<file path="config.mk">
export PLATFORM = sky130hd
export DESIGN_NAME = rc_addr_gen
export DESIGN_NICKNAME = d
export VERILOG_FILES = /design/src/rtl/rc_addr_pkg.sv /design/src/rtl/rc_bit_rev.sv /design/src/rtl/rc_adder.sv /design/src/rtl/rc_addr_gen.sv
export SDC_FILE = /design/constraint.sdc
export NUM_CORES = 1
export LEC_CHECK = 0
export ABC_CLOCK_PERIOD_IN_PS = 2390
export BUFFER_PORTS_ARGS = -buffer_cell sky130_fd_sc_hd__buf_2
export CAP_MARGIN = 25
export CORE_MARGIN = 1.5
export CORE_UTILIZATION = 35
export CTS_CLUSTER_SIZE = 25
export DETAILED_ROUTE_END_ITERATION = 10
export GPL_TIMING_DRIVEN = 0
export PLACE_DENSITY = 0.55
export SLEW_MARGIN = 20
export SYNTH_ARGS = -nofsm -noshare
export SYNTH_HDL_FRONTEND = slang
export SYNTH_SLANG_ARGS = --single-unit
</file>
<file path="constraint.sdc">
create_clock -name clk -period 2.39 [get_ports clk]
set_clock_uncertainty 0.15 [all_clocks]
set_input_delay 0.1195 -clock clk [delete_from_list [all_inputs] [get_ports clk]]
set_output_delay 0.1195 -clock clk [all_outputs]
set_load 0.02 [all_outputs]
</file>
<file path="src/rtl/rc_addr_pkg.sv">
package rc_addr_pkg;
   localparam int ADDR_W = 16;

   typedef enum logic {
      UPD_LINEAR   = 1'b0,
      UPD_REVCARRY = 1'b1
   } upd_mode_e;
endpackage

</file>
<file path="src/rtl/rc_bit_rev.sv">
module rc_bit_rev #(
   parameter int W = 16
) (
   input  logic [W-1:0] din,
   output logic [W-1:0] dout
);
   for (genvar i = 0; i < W; i++) begin : g_swap
      assign dout[i] = din[W-1-i];
   end
endmodule

</file>
<file path="src/rtl/rc_adder.sv">
module rc_adder #(
   parameter int W    = 16,
   parameter int IMPL = 0   // 0: mirror-add-mirror, 1: downward ripple
) (
   input  logic [W-1:0] a,
   input  logic [W-1:0] b,
   output logic [W-1:0] sum
);
   if (IMPL == 0) begin : g_mirror
      logic [W-1:0] a_r, b_r, s_r;
      rc_bit_rev #(.W(W)) u_ra (.din(a),   .dout(a_r));
      rc_bit_rev #(.W(W)) u_rb (.din(b),   .dout(b_r));
      assign s_r = a_r + b_r;
      rc_bit_rev #(.W(W)) u_rs (.din(s_r), .dout(sum));
   end else begin : g_ripple
      always_comb begin
         logic c;
         c = 1'b0;
         sum = '0;
         for (int i = W - 1; i >= 0; i--) begin
            sum[i] = a[i] ^ b[i] ^ c;
            c      = (a[i] & b[i]) | (c & (a[i] ^ b[i]));
         end
      end
   end


   always_comb begin
      if (b == '0) begin
         rc_zero_chk: assert (sum == a);
      end
   end
endmodule

</file>
<file path="src/rtl/rc_addr_gen.sv">
module rc_addr_gen
   import rc_addr_pkg::*;
#(
   parameter int W       = ADDR_W,
   parameter int RC_IMPL = 0
) (
   input  logic         clk,
   input  logic         rst,
   input  logic         ptr_ld,
   input  logic [W-1:0] ptr_in,
   input  logic         ofs_ld,
   input  logic [W-1:0] ofs_in,
   input  logic         mod_ld,
   input  logic [W-1:0] mod_in,
   input  logic         step,
   output logic [W-1:0] addr
);
   if (W < 2) begin : g_bad_width
      $error("rc_addr_gen: W must be at least 2");
   end
   if (RC_IMPL != 0 && RC_IMPL != 1) begin : g_bad_impl
      $error("rc_addr_gen: RC_IMPL must be 0 or 1");
   end

   logic [W-1:0] ptr_q, ofs_q, mod_q;
   logic [W-1:0] rc_sum, lin_sum, nxt_ptr;
   upd_mode_e    mode;

   assign mode = (mod_q == '0) ? UPD_REVCARRY : UPD_LINEAR;

   rc_adder #(.W(W), .IMPL(RC_IMPL)) u_rc (
      .a   (ptr_q),
      .b   (ofs_q),
      .sum (rc_sum)
   );

   assign lin_sum = ptr_q + ofs_q;
   assign nxt_ptr = (mode == UPD_REVCARRY) ? rc_sum : lin_sum;

   always_ff @(posedge clk) begin
      if (rst) begin
         ptr_q <= '0;
         ofs_q <= '0;
         mod_q <= '0;
      end else begin
         if (ptr_ld)      ptr_q <= ptr_in;
         else if (step)   ptr_q <= nxt_ptr;
         if (ofs_ld)      ofs_q <= ofs_in;
         if (mod_ld)      mod_q <= mod_in;
      end
   end

   assign addr = ptr_q;

   // mask of bits strictly above the single set bit of the offset
   logic [W:0]   ofs_x2_m1;
   logic [W-1:0] hi_mask;
   assign ofs_x2_m1 = {ofs_q, 1'b0} - {{W{1'b0}}, 1'b1};
   assign hi_mask   = ~ofs_x2_m1[W-1:0];


   rst_clear_chk: assert property (@(posedge clk)
      rst |=> (ptr_q == '0 && ofs_q == '0 && mod_q == '0));


   ptr_load_chk: assert property (@(posedge clk) disable iff (rst)
      ptr_ld |=> addr == $past(ptr_in));


   lin_step_chk: assert property (@(posedge clk) disable iff (rst)
      (step && !ptr_ld && mod_q != '0) |=> addr == $past(ptr_q) + $past(ofs_q));


   rc_window_chk: assert property (@(posedge clk) disable iff (rst)
      (step && !ptr_ld && mod_q == '0 && $onehot(ofs_q))
         |=> (addr & $past(hi_mask)) == ($past(ptr_q) & $past(hi_mask)));


   hold_chk: assert property (@(posedge clk) disable iff (rst)
      (!step && !ptr_ld) |=> $stable(addr));
endmodule

</file>
==> impl_metrics.toml <==
[critical_path]
critPathBufInv = 1
critical_path_class = "flop to flop"
path_max_fanout = 3
critPathMaxStageDelay_ps = 560
rr_endpoint = "addr[12]"
critical_path.cell_chain = "or4_4 > or4_4 > buf_6 > a211oi_4 > nor3_2 > mux2_2 > or3_1"
critPathCaptureType = "flop"
worst_path_max_delay_cell = "or4_4"
arrival_ps = 2780
crit_top_cell = "or4_4"
r2r_start = "mod_q[13]"
reg2reg_slack_ps = -310
cp_top_family = "simple AND/OR/NAND/NOR gates"
crit_path_start_kind = "flop"
cp.depth = 7
worstPathRequired_ps = 2470
reg2reg_depth = 7

[grt]
overflow = 0
antenna_found_initial = 0
grt_pass1_vias = 3445
grt_max_degree = 17
grt_pass1_wl_mm = 17.5
track_usage = 0.226

[power]
swShare = 0.331
leakagePower_nw = 2.10
seqPwrFrac = 0.390
clkPwrFrac = 0.279
ir_drop_mv = 0.275
p_switching_uw = 765
power.density_nw_per_um2 = 473
p_comb_frac = 0.330
internal_power_mw = 1.55

[detailed_routing]
wirelength_mm = 11.2
wire_per_inst_um = 17.6
drc = 0
drtPass1Iterations = 8
ant_nets = 0
via_per_inst = 5.46
num_vias = 3465
dr.first_iter.drc_count = 174

[min_path]
min-delay-path-class = "primary input to flop"
whs_endpoint = "addr[14]"
hp-start = "ptr_in[14]"
worstHoldPathCells = 4

[floorplanning]
dieWidth_um = 99.1
core_um2 = 8850
pin_count = 70
num_rows = 34
start_util = 0.366
die_area_um2 = 9830
die-height_um = 99.1

[clocking]
clkTransAtPathRegs_ps = 120
cts_htree_levels = 2
cts_tree = "yes"
clock-sinks = 48
root_buffer = "clkbuf_8"
clockBufferDepth = 2
cts_inserted_buffers = 5
clk_latency_ps = 330

[yosys]
async_reset_ff_frac = 0
yosysTopAreaCell = "dfxtp_1"
synth-edff-count = 0
avgSynthCellArea_um2 = 8.27
synth_fp_nets = 463
synth_area_um2 = 3230
yosysUniqueCellTypes = 56
yosysWarningCount = 0
synth_common_cells = "dfxtp_1, nor2_1, mux2i_1"
synth_top_area_frac = 0.297
yosys-top-cells-area = "dfxtp_1, mux2i_1, ha_1"
seq_area_frac_synth = 0.297
yosys_register_bits = 48
ys.flop_type = "dfxtp_1"
synthCells = 391
synth.most_common_cell = "dfxtp_1"

[sta]
drv_slew = 0
setup_ws_ps = -315
hold_viol = 0
rsz0062_at_grt = "true"
tightestPinTransition_ps = 871
max_freq_mhz = 370
setup_viol = 13
period_minus_slack_ps = 2700
whs_ps = 5.98
relSlewSlack = 0.419
fin_crit_sh = 1.13

[placement]
place_hpwl_mm = 7.54
io_buffers = 67
place.gp.congestion = 0.934
place_area_um2 = 3740

[final_layout]
drive_gt1_frac = 0.311
syn2layout_area_growth_pct = 51.2
fin_area_um2 = 4890
diodes = 0
finalNetCount = 598

[job]
cap_viol_max_count = 0

[status]
violations = "setup timing"
status = "finished with violations"
-- per-layer routing --
layer,wire (um),GRT usage
met1,5120,0.290
met2,5510,0.398
met3,430,0.0309
met4,111,0.0607
met5,0,0
-- worst max-delay path by stage --
stage	from	endpoint	slack, ps
after floorplan	mod_q[10]	addr[12]	-60
after global placement	mod_q[15]	addr[0]	-350
after detailed placement	mod_q[15]	addr[0]	-360
after CTS	mod_q[15]	addr[12]	-290
after global routing	mod_q[13]	addr[12]	-370
final	mod_q[13]	addr[12]	-310
-- cells in the final DEF (no fill, tap or decap), types with 4 or more instances in the layout --
cell and count:
nor2b_1 5, dfxtp_1 38, o21ai_1 4, ha_1 5, ha_4 8, inv_1 12, and3_1 5, clkbuf_8 5
dfxtp_2 9, o21ai_0 9, nor3b_1 11, a21o_1 11, mux2i_1 38, nand2_1 16, o211ai_1 9, buf_2 67
or3_1 6, clkbuf_1 14, xnor2_1 4, xor2_1 5, buf_8 4, a21oi_1 31, buf_4 12, buf_6 6
dlygate4sd3_1 47, o22ai_1 6, or4_4 4, nor2_1 47, nand3_1 5
-- tightest hold or removal path, cell delays in order --
cell and delay (ps):
buf_2 90, a21oi_1 50, o32a_1 140, nand2_1 60
-- power groups by stage --
stage | clock network, mW | logic [mW] | registers [mW]
floorplan | 0 | 0.359 | 0.929
global placement | 0 | 0.551 | 0.908
detailed placement | 0 | 0.556 | 0.910
CTS | 0.661 | 0.663 | 0.894
global route | 0.691 | 0.831 | 0.911
finish | 0.647 | 0.765 | 0.903
-- state kept, by name (all words and copies together), names as in the netlist --
signal	flops
mod_q	16
ofs_q	16
addr	16
-- area by class of cell --
class                   instances  area, um^2
fillers                       863        3960
multi-input cells             301        2460
well taps                     108         135
inverters                      12        45.0
flip-flops and latches         48         976
plain buffers                  27         185
repair buffers                131         977
clock inverters                 3        47.5
clock buffers                   5        68.8
-- stage by stage --
| step | power, mW | worst slack, ps | TNS, ps | utilization | std cells |
|---|---|---|---|---|---|
| after floorplan | 1.29 | -64.3 | -138 | - | 391 |
| after global placement | 1.46 | -353 | -4290 | 0.423 | 566 |
| after detailed placement | 1.47 | -357 | -4270 | 0.423 | 566 |
| after CTS | 2.22 | -292 | -1230 | 0.511 | 626 |
| after global routing | 2.43 | -372 | -3410 | 0.553 | 635 |
| final | 2.32 | -315 | -2460 | 0.553 | 635 |
-- logic make-up (layout without fill, tap and decap cells) --
logic type | count (synthesis) | after routing | share of synthesized area
and+or+nand+nor | 130 | 130 | 0.215
AOI/OAI and AO/OA | 104 | 104 | 0.214
DFF | 48 | 48 | 0.297
buffers and inverters | 42 | 178 | 0.0503
muxes | 40 | 40 | 0.125
adders and majority gates | 18 | 18 | 0.0743
xor gates and xnor gates | 9 | 9 | 0.0244
-- what timing repair did --
| item | in CTS | in global routing |
|---|---|---|
| hold buffers | 47 | 0 |
| cloned | 0 | 1 |
| pin swaps | 12 | 23 |
| hold endpoints to repair | 46 | 0 |
| endpoints found under the setup margin | 16 | 16 |
| gates resized for setup | 33 | 60 |
| setup buffers | 8 | 8 |
No activity file was read; power rests on OpenSTA's default activity.
